File: src/rtl/sp_guard_pkg.sv
package sp_guard_pkg;

   localparam logic [2:0] CLS_OTHER = 3'd0;
   localparam logic [2:0] CLS_SPADJ = 3'd1;
   localparam logic [2:0] CLS_HIADD = 3'd2;
   localparam logic [2:0] CLS_HIMOV = 3'd3;
   localparam logic [2:0] CLS_DP32  = 3'd4;
   localparam logic [2:0] CLS_IMM12 = 3'd5;

   localparam logic [3:0] REG_SP = 4'd13;
   localparam logic [3:0] REG_PC = 4'd15;

   localparam logic [3:0] DP_MOV = 4'd2;
   localparam logic [3:0] DP_ADD = 4'd8;
   localparam logic [3:0] DP_SUB = 4'd13;

   localparam int LIM_COUNT = 4;

   function automatic logic [1:0] lim_index(input logic proc, input logic sec);
      return {proc, sec};
   endfunction

endpackage

File: src/rtl/sp_lim_bank.sv
module sp_lim_bank
   import sp_guard_pkg::*;
#(
   parameter int DATA_W = 32
) (
   input  logic              clk,
   input  logic              rst_n,
   input  logic              we,
   input  logic [1:0]        wsel,
   input  logic [DATA_W-1:0] wdata,
   input  logic              rd_proc,
   input  logic              rd_sec,
   output logic [DATA_W-1:0] lim
);

   logic [DATA_W-1:0] lim_q [LIM_COUNT];

   for (genvar g = 0; g < LIM_COUNT; g++) begin : g_lim
      always_ff @(posedge clk or negedge rst_n) begin
         if (!rst_n) begin
            lim_q[g] <= '0;
         end else if (we && (wsel == 2'(g))) begin
            lim_q[g] <= wdata;
         end
      end
   end

   assign lim = lim_q[lim_index(rd_proc, rd_sec)];

   AST_LIM_LOAD: assert property (@(posedge clk) disable iff (!rst_n)
      we |=> (lim_q[$past(wsel)] == $past(wdata)));

endmodule

File: src/rtl/sp_form_decode.sv
module sp_form_decode
   import sp_guard_pkg::*;
#(
   parameter int DATA_W = 32
) (
   input  logic [2:0]        cls,
   input  logic [3:0]        op,
   input  logic [3:0]        rd,
   input  logic [3:0]        rn,
   input  logic [11:0]       imm,
   input  logic              sub,
   input  logic [DATA_W-1:0] sp_cur,
   input  logic [DATA_W-1:0] alu_result,
   output logic              need_chk,
   output logic [3:0]        dst_idx,
   output logic [DATA_W-1:0] new_val
);

   localparam int ADJ_PAD = DATA_W - 9;
   localparam int IMM_PAD = DATA_W - 12;

   logic [DATA_W-1:0] adj_off;
   logic [DATA_W-1:0] imm_off;
   logic              rd_sp;
   logic              rn_sp;
   logic              dp_hit;

   assign adj_off = {{ADJ_PAD{1'b0}}, imm[6:0], 2'b00};
   assign imm_off = {{IMM_PAD{1'b0}}, imm};
   assign rd_sp   = (rd == REG_SP);
   assign rn_sp   = (rn == REG_SP);
   assign dp_hit  = ((op == DP_MOV) && (rn == REG_PC)) ||
                    ((op == DP_ADD) && rn_sp) ||
                    ((op == DP_SUB) && rn_sp);

   always_comb begin
      need_chk = 1'b0;
      dst_idx  = rd;
      new_val  = alu_result;
      case (cls)
         CLS_SPADJ: begin
            need_chk = 1'b1;
            dst_idx  = REG_SP;
            new_val  = imm[7] ? (sp_cur - adj_off) : (sp_cur + adj_off);
         end
         CLS_HIADD, CLS_HIMOV: begin
            need_chk = rd_sp;
         end
         CLS_DP32: begin
            need_chk = rd_sp && dp_hit;
         end
         CLS_IMM12: begin
            if (rn_sp) begin
               new_val = sub ? (sp_cur - imm_off) : (sp_cur + imm_off);
            end
            need_chk = rd_sp && rn_sp;
         end
         default: begin
            need_chk = 1'b0;
         end
      endcase
   end

endmodule

File: src/rtl/sp_lim_compare.sv
module sp_lim_compare #(
   parameter int DATA_W     = 32,
   parameter bit USE_BORROW = 1'b1
) (
   input  logic [DATA_W-1:0] value,
   input  logic [DATA_W-1:0] limit,
   output logic              below
);

   if (USE_BORROW) begin : g_borrow
      logic [DATA_W:0] diff;
      assign diff  = {1'b0, value} - {1'b0, limit};
      assign below = diff[DATA_W];
   end else begin : g_direct
      assign below = (value < limit);
   end

endmodule

File: src/rtl/sp_limit_guard.sv
module sp_limit_guard
   import sp_guard_pkg::*;
#(
   parameter int DATA_W     = 32,
   parameter bit USE_BORROW = 1'b1
) (
   input  logic              clk,
   input  logic              rst_n,
   input  logic              stk_chk_en,
   input  logic              lim_we,
   input  logic [1:0]        lim_sel,
   input  logic [DATA_W-1:0] lim_wdata,
   input  logic              wb_valid,
   input  logic [2:0]        ins_class,
   input  logic [3:0]        ins_op,
   input  logic [3:0]        ins_rd,
   input  logic [3:0]        ins_rn,
   input  logic [11:0]       ins_imm,
   input  logic              ins_sub,
   input  logic [DATA_W-1:0] sp_cur,
   input  logic [DATA_W-1:0] alu_result,
   input  logic              use_psp,
   input  logic              sec_state,
   output logic              wr_en,
   output logic [3:0]        wr_idx,
   output logic [DATA_W-1:0] wr_data,
   output logic              stkof_req
);

   if (DATA_W < 16 || DATA_W > 64) begin : g_bad_width
      $error("sp_limit_guard: DATA_W must lie in 16..64");
   end

   logic [DATA_W-1:0] act_lim;
   logic              need_chk;
   logic              below;
   logic              viol;

   sp_lim_bank #(.DATA_W(DATA_W)) u_bank (
      .clk     (clk),
      .rst_n   (rst_n),
      .we      (lim_we),
      .wsel    (lim_sel),
      .wdata   (lim_wdata),
      .rd_proc (use_psp),
      .rd_sec  (sec_state),
      .lim     (act_lim)
   );

   sp_form_decode #(.DATA_W(DATA_W)) u_dec (
      .cls        (ins_class),
      .op         (ins_op),
      .rd         (ins_rd),
      .rn         (ins_rn),
      .imm        (ins_imm),
      .sub        (ins_sub),
      .sp_cur     (sp_cur),
      .alu_result (alu_result),
      .need_chk   (need_chk),
      .dst_idx    (wr_idx),
      .new_val    (wr_data)
   );

   sp_lim_compare #(.DATA_W(DATA_W), .USE_BORROW(USE_BORROW)) u_cmp (
      .value (wr_data),
      .limit (act_lim),
      .below (below)
   );

   assign viol      = wb_valid && stk_chk_en && need_chk && below;
   assign stkof_req = viol;
   assign wr_en     = wb_valid && !viol;

   AST_FAULT_KILLS_WRITE: assert property (@(posedge clk) disable iff (!rst_n)
      stkof_req |-> !wr_en);
   AST_PASS_WRITES: assert property (@(posedge clk) disable iff (!rst_n)
      (wb_valid && !stkof_req) |-> wr_en);
   AST_FAULT_BELOW_LIMIT: assert property (@(posedge clk) disable iff (!rst_n)
      stkof_req |-> (wr_data < act_lim));
   AST_DISABLED_NO_FAULT: assert property (@(posedge clk) disable iff (!rst_n)
      !stk_chk_en |-> !stkof_req);
   AST_OTHER_NO_FAULT: assert property (@(posedge clk) disable iff (!rst_n)
      (ins_class == CLS_OTHER) |-> !stkof_req);
   AST_NON_SP_NO_FAULT: assert property (@(posedge clk) disable iff (!rst_n)
      (ins_class != CLS_SPADJ && ins_rd != REG_SP) |-> !stkof_req);
   AST_SPADJ_DEST: assert property (@(posedge clk) disable iff (!rst_n)
      (wb_valid && ins_class == CLS_SPADJ) |-> (wr_idx == REG_SP));

endmodule

File: config.mk
export PLATFORM = sky130hd
export DESIGN_NAME = sp_limit_guard
export DESIGN_NICKNAME = d
export VERILOG_FILES = /design/src/rtl/sp_guard_pkg.sv /design/src/rtl/sp_lim_bank.sv /design/src/rtl/sp_form_decode.sv /design/src/rtl/sp_lim_compare.sv /design/src/rtl/sp_limit_guard.sv
export SDC_FILE = /design/constraint.sdc
export NUM_CORES = 1
export LEC_CHECK = 0
export BUFFER_PORTS_ARGS = -buffer_cell sky130_fd_sc_hd__buf_4
export CORE_MARGIN = 2
export CORE_UTILIZATION = 50
export CTS_BUF_LIST = sky130_fd_sc_hd__clkbuf_4 sky130_fd_sc_hd__clkbuf_8
export DETAILED_ROUTE_END_ITERATION = 16
export HOLD_SLACK_MARGIN = 0.08
export PLACE_DENSITY = 0.83
export SYNTH_ARGS = -nofsm -noshare
export SYNTH_HDL_FRONTEND = slang
export SYNTH_SLANG_ARGS = --single-unit
export TNS_END_PERCENT = 1
File: constraint.sdc
create_clock -name clk -period 14.41 [get_ports clk]
set_input_delay 0.7205 -clock clk [delete_from_list [all_inputs] [get_ports clk]]
set_output_delay 0.7205 -clock clk [all_outputs]
set_load 0.01 [all_outputs]
==> results.yml, run 1 <==
layout:
  largest_reg_flops: 128
  synthToLayoutAreaGrowth_pct: 19.03
  fin_util: 0.6103
  reg_top3: "u_bank.lim_q (128)"
  final_net_count: 1429
  drive_above_1_share: 0.3267
  top_register: "u_bank.lim_q"
  final_cells: 1482
  num_antenna_cells: 0
route:
  detail-route-antenna-nets: 0
  vias: 9029
  dr.pass1.iters: 5
  wl_met1_um: 12440
  drc_errors: 0
  viasPerCell: 6.092
  wl_met2_um: 14300
  routed.top_layer: "met4"
  wire_per_inst_um: 20.40
  wl_um: 30230
  met3_length_um: 2368
  drtIter0Drc: 847
timing:
  skew_ns: 0
  setup_ws_ns: 7.631
  worst_pin_slew_ns: 1.053
  fmax_mhz: 147.5
  maxSlewHeadroom: 0.2955
  fin_crit_ns: 6.779
  finalSetupViolCount: 0
  finalHoldViolCount: 0
  tns_ns: 0
  rsz0062_at_grt: "false"
  drv_slew: 0
  period_share: 0.4705
  holdWs_ns: 0.2740
hold_path:
  worstHoldPathType: "input port to async pin"
critical_path:
  crit_path_end_kind: "output pin"
  crit_arrival_ns: 6.06
  start_kind: "input port"
  r2r_start: "u_bank.lim_q[74]"
  r2r_setup_slack_ns: 13.62
  critical_path.startpoint: "ins_imm[2]"
  crit_type: "input port to output pin"
  crit_fanout: 7
  cp.required_ns: 13.69
placement:
  io_buffers: 170
  globalplace.congestion: 0.9864
  preCtsSetupSlack_ns: 7.780
  dp.cells: 1450
  place_hpwl_um: 23580
cts:
  clockBufferDepth: 2
  numCtsBuffers: 17
  insertion_delay_ns: 0.43
  htreeDepth: 4
  cts.clk_slew.worst_paths_ns: 0.07
  cts_sinks: 128
  cts_tree: "done"
  postCtsResizedCells: 0
  postCtsHoldBufs: 0
  post_cts_buffers: 0
  root_buffer: "clkbuf_8"
synth:
  yosysSeqAreaShare: 0.3058
  synthCells: 1037
  syn-num-nets: 1267
  synth_area_sq_mm: 0.01048
  synth_commonest_cells: "131 x mux2_2, 128 x dfrtp_1, 95 x ha_1"
  synthTopCellsByArea: "dfrtp_1 31%, mux2_2 14%, ha_1 11%"
  async_reset_ff_frac: 1.000
  synthFlopType: "dfrtp_1"
  yosysTopAreaCellShare: 0.3058
  synth_warnings: 0
  synth_edf_count: 0
  synth_area_leader_cell: "dfrtp_1"
  synth_seq_cells: 128
  synth_area_per_cell_sq_um: 10.10
  ys_types: 69
  yosysMostFrequentCell: "mux2_2"
global_route:
  grt-ovfl-total: 0
  grt_use_total: 0.2758
  grt_max_degree: 86
  grt_pass1_wl_um: 47590
  grt_pass1_vias: 9077
  antenna_found_initial: 0
run:
  drv_cap: 0
pwr:
  powerDensity_mw_per_mm2: 101.4
  vdd_drop_max_mv: 0.06971
  power_leakage_nw: 5.794
outcome:
  status: "finished clean"
floorplanning:
  die_h_um: 148.7
  core_area_sq_mm: 0.02043
  chipWidth_um: 148.7
  start_util: 0.5127
  ios: 171
  row_count: 52
  fp.dieArea_sq_mm: 0.02212
-- power by group --
| group | internal (W) | switching (W) |
|---|---|---|
| sequential | 0.000428 | 0.0000353 |
| combinational | 0.000237 | 0.000232 |
| clock | 0.000200 | 0.000132 |
| total | 0.000865 | 0.000399 |
-- layout make-up --
type                       instances  area, sq um
fill                            1689         7961
clock buffer                      21        276.5
clock inverter                    11        161.4
timing repair buffer             180         1351
multi-input combinational        817         6932
sequential                       128         3203
inverter                          55        206.4
tap                              270        337.8
-- placed cells by master, fill, tap and decap left out, drive strengths merged, types with 9 or more instances in the layout --
master / instances
o21a: 9
o21ai: 40
clkbuf: 21
buf: 180
ha: 95
nor3: 15
nand2b: 15
a21o: 59
o22ai: 27
mux2: 131
mux4: 32
nand4: 13
nor2b: 20
a21oi: 76
xor2: 11
dfrtp: 128
xnor2: 49
inv: 55
nand2: 47
nor2: 50
nand3: 12
a211oi: 10
-- metrics by stage --
step	cell area [sq um]	total power, W
final	12470	0.001264
after global routing	12470	0.001338
after CTS	12470	0.001265
after detailed placement	12030	0.0009278
after global placement	12030	0.0009092
after floorplan	10480	0.0007773
-- final timing paths --
| check | to | cells after the start |
|---|---|---|
| min reg2reg | u_bank.lim_q[40] | 1 |
| max reg2reg | u_bank.lim_q[74] | 1 |
| max in group asynchronous | u_bank.lim_q[9] | 2 |
| max | stkof_req | 23 |
| min in group clk | u_bank.lim_q[40] | 1 |
| min | u_bank.lim_q[89] | 1 |
-- kinds of logic (layout without fill, tap and decap cells) --
group | after synthesis | after routing | share of synthesized area
AO/OA/AOI/OAI | 279 | 279 | 0.1755
flip-flops | 128 | 128 | 0.3058
adder cells (fa/ha/maj) | 97 | 97 | 0.1173
XOR/XNOR | 60 | 60 | 0.05017
AND/OR/NAND/NOR | 213 | 213 | 0.1039
buffers and inverters | 92 | 267 | 0.03297
multiplexers | 168 | 168 | 0.2144
-- worst max-delay path, cell delays in order --
cell and delay [ns]:
buf_4 0.13, nor2_1 0.26, nand2_1 0.11, nor3_2 0.38, inv_1 0.16, nor2_1 0.14, ha_1 0.23, mux2i_1 0.13
ha_1 0.29, a21o_1 0.21, a2111oi_0 0.82, a21oi_1 0.27, o31ai_1 0.43, a21boi_1 0.13, xnor2_1 0.15, a211oi_1 0.13
ha_1 0.29, a21o_1 0.17, a21oi_1 0.13, nor2b_1 0.05, nor4_1 0.34, and4_1 0.26, buf_4 0.13
-- per-layer routing --
layer	track usage	up-vias
met5	0	-
met4	0.1143	0
met3	0.05505	70
met2	0.4569	370
met1	0.3552	4376
li1	-	4213
Power figures use the tool's default switching activity.
==> run 2: changes to the inputs <==
Clock period 14.41 ns to 7.01 ns, I/O delays scaled along.
==> results.yml, run 2 (synthesized netlist as in run 1, its figures left out) <==
timing:
  finalSetupViolCount: 0
  holdWs_ns: 0.04972
  worst_pin_slew_ns: 1.120
  rsz0062_at_grt: "false"
  drv_slew: 0
  finalHoldViolCount: 0
  maxSlewHeadroom: 0.2506
  period_share: 0.8654
  skew_ns: 0
  tns_ns: 0
  fmax_mhz: 164.8
  fin_crit_ns: 6.067
pwr:
  pwr-share-comb: 0.375
  swShare: 0.3187
  power.switching_w: 0.0008198
  p_int_w: 0.001752
  vdd_drop_max_mv: 0.1447
  power_leakage_nw: 5.789
  pwr-share-seq: 0.369
  powerDensity_mw_per_mm2: 206.4
  clock_power_share: 0.256
global_route:
  grt_pass1_vias: 9098
  grt-ovfl-total: 0
  grt_use_total: 0.2788
  grt_max_degree: 77
  grt_pass1_wl_um: 47970
  antenna_found_initial: 0
placement:
  place_area_sq_mm: 0.01204
  place_hpwl_um: 23530
  io_buffers: 170
  dp.cells: 1451
  globalplace.congestion: 0.9976
floorplanning:
  chipWidth_um: 148.7
  core_area_sq_mm: 0.02043
  row_count: 52
  start_util: 0.5127
  die_h_um: 148.7
  fp.dieArea_sq_mm: 0.02212
  ios: 171
critical_path:
  r2r_setup_slack_ns: 6.17
  reg2regPathDepth: 1
  reg2reg_to: "u_bank.lim_q[3]"
  crit_path_end_kind: "output pin"
  start_kind: "input port"
  cp.required_ns: 6.66
  crit_fanout: 7
  r2r_start: "u_bank.lim_q[3]"
  crit_type: "input port to output pin"
  crit_arrival_ns: 5.72
cts:
  post_cts_buffers: 0
  postCtsResizedCells: 0
  cts_tree: "done"
  htreeDepth: 4
  root_buffer: "clkbuf_8"
  numCtsBuffers: 17
  insertion_delay_ns: 0.43
  cts_sinks: 128
  postCtsHoldBufs: 0
  cts.clk_slew.worst_paths_ns: 0.07
  clockBufferDepth: 2
layout:
  layout_commonest_cell: "buf_4"
  mostFrequentLayoutCells: "181 x buf_4, 131 x mux2_2, 128 x dfrtp_1"
  largest_reg_flops: 128
  reg_top3: "u_bank.lim_q (128)"
  synthToLayoutAreaGrowth_pct: 18.97
  num_antenna_cells: 0
  final_cells: 1483
  final_net_count: 1430
  stdcell_area_sq_mm: 0.01246
  fill_cells: 1719
  drive_above_1_share: 0.3273
  top_register: "u_bank.lim_q"
hold_path:
  worstHoldPathType: "input port to async pin"
route:
  wire_per_inst_um: 20.41
  drc_errors: 0
  dr.pass1.iters: 8
  wl_um: 30270
  vias: 9077
  detail-route-antenna-nets: 0
  viasPerCell: 6.121
  drtIter0Drc: 679
outcome:
  status: "finished clean"
run:
  drv_cap: 0
[run 2: critical path, cell delays in order]
cell       delay (ns)
buf_4            0.13
nor2_1           0.24
nand2_1          0.12
nor3_2           0.35
inv_1            0.16
nor2_1           0.14
ha_1             0.23
mux2i_1          0.13
ha_1             0.29
a21o_1           0.22
a2111oi_0        0.85
a21oi_1          0.29
o31ai_1          0.39
a21boi_1         0.13
xnor2_1          0.15
a211oi_1         0.12
ha_1             0.30
a21o_1           0.18
a21oi_1          0.16
nor2b_1          0.07
nor4_1           0.32
a41oi_1          0.17
buf_4            0.20
[run 2: worst max-delay path by stage]
stage	slack [ns]	startpoint	to
after detailed placement	1.13	ins_imm[2]	wr_en
after global routing	0.51	ins_imm[2]	wr_en
final	0.94	ins_imm[2]	wr_en
after CTS	1.11	ins_imm[2]	stkof_req
after global placement	1.28	ins_imm[2]	wr_en
after floorplan	1.77	ins_imm[0]	stkof_req
[run 2: area by class of cell]
type | count | area (sq um) | share of cell area
clock buffer | 22 | 290.3 | 0.02329
clock inverter | 10 | 133.9 | 0.01074
inverter | 55 | 206.4 | 0.01657
multi-input combinational | 817 | 6932 | 0.5562
sequential | 128 | 3203 | 0.2570
tap | 270 | 337.8 | 0.02711
timing repair buffer | 181 | 1359 | 0.1090
[run 2: power groups by stage]
stage	logic [W]	registers (W)	clock network, W
after floorplan	0.000665	0.000933	0
after global placement	0.000924	0.000946	0
after detailed placement	0.000950	0.000958	0
after CTS	0.000958	0.000948	0.000670
after global routing	0.00105	0.000965	0.000705
final	0.000964	0.000949	0.000659
[run 2: per-layer routing]
layer  GRT usage  up-vias  wire length, um  share of wire
met4      0.1124        0             1162          0.038
li1            -     4203                -              -
met2      0.4674      368            14350           0.47
met3     0.05872       72             2282          0.075
met1      0.3537     4434            12470           0.41
met5           0        -                0              0
[run 2: stage by stage]
step	util	setup slack (ns)	power, W
floorplan	-	1.767	0.001598
global placement	0.5892	1.285	0.001870
detailed placement	0.5892	1.133	0.001908
CTS	0.6100	1.112	0.002576
global route	0.6100	0.5148	0.002722
finish	0.6100	0.9434	0.002572
